### src/rtl/occ_pkg.sv
package occ_pkg;

  typedef enum logic [1:0] {
    REG_BUSY = 2'd0,
    REG_WARN = 2'd1,
    REG_CTRL = 2'd2
  } occ_reg_e;

  // Next occupancy from current count and the cycle's events.
  function automatic int unsigned next_occ(int unsigned cur, logic inc,
                                           logic dec, logic clr);
    int unsigned v;
    v = cur;
    if (clr) begin
      v = 0;
    end else begin
      if (inc) v = v + 1;
      if (dec && cur != 0) v = v - 1;
    end
    return v;
  endfunction

  function automatic int unsigned min_u(int unsigned a, int unsigned b);
    return (a < b) ? a : b;
  endfunction

endpackage

### src/rtl/occ_cfg_regs.sv
module occ_cfg_regs
  import occ_pkg::*;
#(
  parameter int CW       = 5,
  parameter int DW       = 8,
  parameter int BUSY_RST = 8,
  parameter int WARN_RST = 6
) (
  input  logic          clk,
  input  logic          rst_n,
  input  logic          we,
  input  logic [1:0]    addr,
  input  logic [DW-1:0] wdata,
  output logic [CW-1:0] busy_thr,
  output logic [CW-1:0] warn_thr,
  output logic          mode_short,
  output logic          ext_src
);

  logic [CW-1:0] wval;
  assign wval = wdata[CW-1:0];

  always_ff @(posedge clk or negedge rst_n) begin
    if (!rst_n) begin
      busy_thr   <= CW'(BUSY_RST);
      warn_thr   <= CW'(WARN_RST);
      mode_short <= 1'b0;
      ext_src    <= 1'b0;
    end else if (we) begin
      case (addr)
        REG_BUSY: begin
          busy_thr <= wval;
          warn_thr <= CW'(min_u(int'(warn_thr), int'(wval)));
        end
        REG_WARN: warn_thr <= CW'(min_u(int'(wval), int'(busy_thr)));
        REG_CTRL: begin
          mode_short <= wdata[0];
          ext_src    <= wdata[1];
        end
        default: ;
      endcase
    end
  end

  AST_WARN_LE_BUSY: assert property (@(posedge clk) disable iff (!rst_n)
    warn_thr <= busy_thr);

endmodule

### src/rtl/occ_frame_timer.sv
module occ_frame_timer #(
  parameter int FRAME_LEN = 280
) (
  input  logic clk,
  input  logic rst_n,
  input  logic clr,
  input  logic en,
  input  logic occ_nz,
  input  logic keep_going,
  output logic frame_done
);

  localparam int TW = $clog2(FRAME_LEN);

  logic          running;
  logic [TW-1:0] cnt;

  assign frame_done = running && en && (cnt == TW'(FRAME_LEN - 1));

  always_ff @(posedge clk or negedge rst_n) begin
    if (!rst_n) begin
      running <= 1'b0;
      cnt     <= '0;
    end else if (clr || !en) begin
      running <= 1'b0;
      cnt     <= '0;
    end else if (!running) begin
      if (occ_nz) begin
        running <= 1'b1;
        cnt     <= '0;
      end
    end else if (frame_done) begin
      running <= keep_going;
      cnt     <= '0;
    end else begin
      cnt <= cnt + 1'b1;
    end
  end

  AST_FRAME_GAP: assert property (@(posedge clk) disable iff (!rst_n)
    frame_done |=> !frame_done);

  AST_TIMER_QUIET_EXT: assert property (@(posedge clk) disable iff (!rst_n)
    !en |-> !frame_done);

endmodule

### src/rtl/occ_counter.sv
module occ_counter
  import occ_pkg::*;
#(
  parameter int MAX_DEPTH   = 31,
  parameter int SHORT_DEPTH = 10,
  parameter int CW          = 5
) (
  input  logic          clk,
  input  logic          rst_n,
  input  logic          trig,
  input  logic          dec_evt,
  input  logic          clr,
  input  logic          mode_short,
  output logic [CW-1:0] occ,
  output logic          ovf,
  output logic          occ_nz,
  output logic          next_nz,
  output logic          inc_evt
);

  logic [CW-1:0] depth;
  logic          full;
  logic [CW-1:0] occ_nxt;

  assign depth   = mode_short ? CW'(SHORT_DEPTH) : CW'(MAX_DEPTH);
  assign full    = (occ >= depth);
  assign inc_evt = trig && !full;
  assign occ_nxt = CW'(next_occ(int'(occ), inc_evt, dec_evt, clr));
  assign occ_nz  = (occ != '0);
  assign next_nz = (occ_nxt != '0);

  always_ff @(posedge clk or negedge rst_n) begin
    if (!rst_n) begin
      occ <= '0;
      ovf <= 1'b0;
    end else begin
      occ <= occ_nxt;
      if (clr)               ovf <= 1'b0;
      else if (trig && full) ovf <= 1'b1;
    end
  end

  AST_INC_ONE: assert property (@(posedge clk) disable iff (!rst_n)
    (inc_evt && !dec_evt && !clr) |=> occ == $past(occ) + 1'b1);

  AST_DEC_ONE: assert property (@(posedge clk) disable iff (!rst_n)
    (dec_evt && !inc_evt && !clr && occ != '0) |=> occ == $past(occ) - 1'b1);

  AST_CLR_ZERO: assert property (@(posedge clk) disable iff (!rst_n)
    clr |=> (occ == '0 && !ovf));

  AST_NO_OVERFLOW: assert property (@(posedge clk) disable iff (!rst_n)
    occ <= CW'(MAX_DEPTH));

  AST_OVF_STICKY: assert property (@(posedge clk) disable iff (!rst_n)
    (ovf && !clr) |=> ovf);

  AST_FULL_SETS_OVF: assert property (@(posedge clk) disable iff (!rst_n)
    (trig && full && !clr) |=> ovf);

  AST_SAME_CYCLE: assert property (@(posedge clk) disable iff (!rst_n)
    (inc_evt && dec_evt && occ != '0 && !clr) |=> $stable(occ));

endmodule

### src/rtl/occ_emu_top.sv
module occ_emu_top #(
  parameter int MAX_DEPTH   = 31,
  parameter int SHORT_DEPTH = 10,
  parameter int FRAME_LEN   = 280,
  parameter int DW          = 8,
  parameter int BUSY_RST    = 8,
  parameter int WARN_RST    = 6,
  localparam int CW         = $clog2(MAX_DEPTH + 1)
) (
  input  logic          clk,
  input  logic          rst_n,
  input  logic          trig_i,
  input  logic          clr_i,
  input  logic          frame_i,
  input  logic          cfg_we_i,
  input  logic [1:0]    cfg_addr_i,
  input  logic [DW-1:0] cfg_wdata_i,
  output logic [CW-1:0] occ_o,
  output logic          busy_o,
  output logic          warn_o,
  output logic          ovf_o
);

  logic [CW-1:0] busy_thr, warn_thr;
  logic          mode_short, ext_src;
  logic          timer_done, dec_evt;
  logic          occ_nz, next_nz, inc_evt;

  occ_cfg_regs #(
    .CW(CW), .DW(DW), .BUSY_RST(BUSY_RST), .WARN_RST(WARN_RST)
  ) u_regs (
    .clk(clk), .rst_n(rst_n), .we(cfg_we_i), .addr(cfg_addr_i),
    .wdata(cfg_wdata_i), .busy_thr(busy_thr), .warn_thr(warn_thr),
    .mode_short(mode_short), .ext_src(ext_src)
  );

  occ_frame_timer #(.FRAME_LEN(FRAME_LEN)) u_timer (
    .clk(clk), .rst_n(rst_n), .clr(clr_i), .en(!ext_src),
    .occ_nz(occ_nz), .keep_going(next_nz), .frame_done(timer_done)
  );

  assign dec_evt = ext_src ? frame_i : timer_done;

  occ_counter #(
    .MAX_DEPTH(MAX_DEPTH), .SHORT_DEPTH(SHORT_DEPTH), .CW(CW)
  ) u_cnt (
    .clk(clk), .rst_n(rst_n), .trig(trig_i), .dec_evt(dec_evt),
    .clr(clr_i), .mode_short(mode_short), .occ(occ_o), .ovf(ovf_o),
    .occ_nz(occ_nz), .next_nz(next_nz), .inc_evt(inc_evt)
  );

  assign busy_o = (occ_o >= busy_thr);
  assign warn_o = (occ_o >= warn_thr);

  AST_BUSY_HAS_WARN: assert property (@(posedge clk) disable iff (!rst_n)
    busy_o |-> warn_o);

  AST_EXT_FRAME_IGNORED: assert property (@(posedge clk) disable iff (!rst_n)
    (!ext_src && frame_i && !timer_done && !inc_evt && !clr_i) |=> $stable(occ_o));

endmodule

### config.mk
export PLATFORM = sky130hd
export DESIGN_NAME = occ_emu_top
export DESIGN_NICKNAME = d
export VERILOG_FILES = /design/src/rtl/occ_pkg.sv /design/src/rtl/occ_cfg_regs.sv /design/src/rtl/occ_frame_timer.sv /design/src/rtl/occ_counter.sv /design/src/rtl/occ_emu_top.sv
export SDC_FILE = /design/constraint.sdc
export NUM_CORES = 1
export LEC_CHECK = 0
export BUFFER_PORTS_ARGS = -buffer_cell sky130_fd_sc_hd__buf_2
export CAP_MARGIN = 0
export CORE_ASPECT_RATIO = 0.8
export CORE_MARGIN = 1.5
export CORE_UTILIZATION = 46
export DETAILED_ROUTE_END_ITERATION = 7
export GPL_ROUTABILITY_DRIVEN = 0
export HOLD_SLACK_MARGIN = 0.03
export PLACE_DENSITY = 0.7
export SLEW_MARGIN = 10
export SYNTH_ARGS = -nofsm -noshare
export SYNTH_HDL_FRONTEND = slang
export SYNTH_SLANG_ARGS = --single-unit
### constraint.sdc
create_clock -name clk -period 3.5 [get_ports clk]
set_input_delay 0.175 -clock clk [delete_from_list [all_inputs] [get_ports clk]]
set_output_delay 0.175 -clock clk [all_outputs]
set_load 0.01 [all_outputs]
==> impl_results.md <==
- Outcome: completed
- Ant. Diodes: 0
- Yosys top cell area share: 0.304
- Post-DP HPWL: 3.24 mm
- CP required: 3.71 ns
- Slew Viols, Final: 0
- Clock Sinks: 28
- Area leader, netlist: dfrtp_1
- Filler instances: 383
- Hold Vio Cnt, Final: 0
- Static Leak: 1.19 nW
- Area of the mapped netlist: 2060 sq um
- Synth top area cells: dfrtp_1 30%, ha_1 15%, mux2i_1 4.4%
- RSZ-0062 raised after global routing: no
- Register Area: 704 sq um
- Largest net degree at the start of global routing: 29
- Post-synth ARST share: 1.00
- Layout cells sized above 1: 0.197
- Gate count of the mapped netlist: 211
- Die Ht: 62.8 um
- CTS HTree Levels: 1
- Routed wire length: 4.17 mm
- Clock root buffer: clkbuf_8
- Setup ws final: 0.375 ns
- Vias per inst: 5.45
- Clock buffer count from CTS: 3
- GR Util All Layers: 0.186
- Most frequent cells in the layout: 25 x ha_1, 25 x dfrtp_1, 20 x buf_2
- Min cycle time layout: 3.13 ns
- Place WS: 0.398 ns
- TritonCTS clock tree: yes
- Io pins: 24
- Placed Instances: 291
- R2r endpoint: u_timer.running
- Crit-path max FO: 5
- Detailed-route via count: 1612
- Antenna-violating nets left: 0
- DR pass1 iterations: 4
- Clk_skew: 0.00725 ns
- Clk buf depth: 2
- Ys Warns: 0
- Worst-margin pin slew: 0.982 ns
- Final period utilization: 0.893
- Core footprint: 4230 sq um
- Max cap viols: 0
- DRC viols: 0
- DR iter-0 viols: 92
- Worst VDD drop: 0.224 mV
- Hold WS: 0.167 ns
- CP Launch Point: u_cnt.occ[0]
- CP endpoint kind: register
- Worst hold path type: in -> reg
- Row cnt: 21
- Final nets: 281
- Worst setup endpoint: u_timer.running
- Die X-Extent: 77.8 um
- Arrival time at the worst endpoint: 3.34 ns
- Die Area: 4890 sq um
- Pwr/cell area: 511 nW/um^2
- Vias in the first global route: 1532
- Post-synth cell types: 55
- Footprint of the multi-input gates: 1280 sq um
- Worst R2R Path Depth: 13
- Crit start category: register
- WL/cell: 14.1 um
- Setup_tns: 0 ns
- Final setup fails: 0
- Initial antenna violation count: 0
- Clock transition at the registers of the reported paths: 0.10 ns
- Post-synth EDFFs: 0
- GRT overflow: 0
- Post-CTS Setup Bufs: 0
- Worst r2r src: u_cnt.occ[0]
- Syn nets: 252
- Crit Path Category: reg -> reg
- Primary FF master, synth: dfrtp_1
- Clk Latency, worst-skew pair: 0.27 ns
- Buffers on Ports: 20
- R2R Setup Slk: 0.37 ns
- Post-synthesis sequential area ratio: 0.342
- Slew headroom: 0.344
- Register bit total from synthesis: 28
- Syn avg cell area: 9.75 sq um
- First-pass GRT wire length: 7.17 mm
- Area growth from synthesis to layout: 12.7%
- Initial Util: 0.487
- FMAX: 320 MHz
- Fin cells: 296
==> worst max-delay path, stage by stage, from the launching register on <==
cell	delay, ns
dfrtp_1	0.44
inv_1	0.09
ha_1	0.28
nor2b_1	0.06
o211ai_1	0.28
and2_1	0.23
mux2i_1	0.25
ha_1	0.18
nand2_1	0.06
a21oi_2	0.12
or3b_1	0.36
or3_1	0.39
a21oi_2	0.18
o31a_1	0.14
==> power breakdown <==
part	total (mW)	internal [mW]	switching [mW]	leakage (nW)
Combinational	0.550	0.259	0.291	0.800
Clock	0.198	0.101	0.0976	0.0288
Sequential	0.438	0.388	0.0506	0.360
Total	1.19	0.747	0.439	1.19
==> area by class of cell <==
| type | count | share of cell area |
|---|---|---|
| clock buffers | 4 | 0.0237 |
| inverters | 17 | 0.0275 |
| multi-input cells | 165 | 0.554 |
| flip-flops and latches | 28 | 0.304 |
| well taps | 57 | 0.0307 |
| repair buffers | 25 | 0.0604 |
==> timing repair <==
action                    4_1_cts  5_1_grt
hold buffers                    1        0
hold endpoints to repair       25        0
resized for setup               0        0
==> stage by stage <==
stage	total power [mW]	area (sq um)	utilization
floorplan	0.829	2060	-
global placement	0.979	2250	0.533
detailed placement	0.996	2250	0.533
CTS	1.20	2320	0.548
global route	1.30	2320	0.548
finish	1.19	2320	0.548
==> worst min path at each step <==
stage / endpoint / cells after the start / startpoint / slack [ns]
2_1_floorplan: u_cnt.occ[0] / 0 / rst_n / -0.12
3_3_place_gp: u_timer.cnt[4] / 1 / rst_n / 0.24
3_5_place_dp: u_timer.cnt[6] / 1 / rst_n / 0.24
4_1_cts: u_regs.busy_thr[2] / 3 / cfg_wdata_i[2] / 0.16
5_1_grt: u_cnt.occ[4] / 2 / clr_i / 0.19
6_report: u_regs.busy_thr[2] / 3 / cfg_wdata_i[2] / 0.17
==> Yosys cell counts (2+ instances only) <==
library cell  count
nand2_1          17
or3_1             2
nor2_1           11
nand4_1           3
nor3b_1           2
mux2_2            4
dfrtp_1          25
dfstp_2           3
xor2_1            4
a211o_1           2
and2_1            2
xnor2_1           2
ha_1             25
a211oi_1          2
nand2b_1          6
a21o_1            6
o21ai_0          18
nand3_1           3
a21oi_2           2
nor2b_1           4
inv_1            17
mux2i_1           9
a21oi_1          10
==> registers in the layout (all words and copies together) (netlist names) <==
name	flops
u_regs.mode_short	1
u_timer.running	1
u_timer.cnt	9
u_regs.busy_thr	5
u_regs.warn_thr	5
u_cnt.occ	5
u_regs.ext_src	1
u_cnt.ovf	1
==> metal layers <==
metal	GRT usage	vias up	wire, um
met5	0	-	0
met4	0.0341	0	23
met3	0.0307	2	120
met2	0.304	26	1850
met1	0.260	755	2180
li1	-	829	-
==> logic make-up after synthesis <==
| family | synth area share |
|---|---|
| AO/OA/AOI/OAI | 0.189 |
| flip-flops | 0.342 |
| adder cells (fa/ha/maj) | 0.152 |
| multiplexers | 0.0657 |
| buffers and inverters | 0.0334 |
| AND/OR/NAND/NOR | 0.181 |
| XOR/XNOR | 0.0365 |
Note: power is estimated with default switching activity, not from simulation.
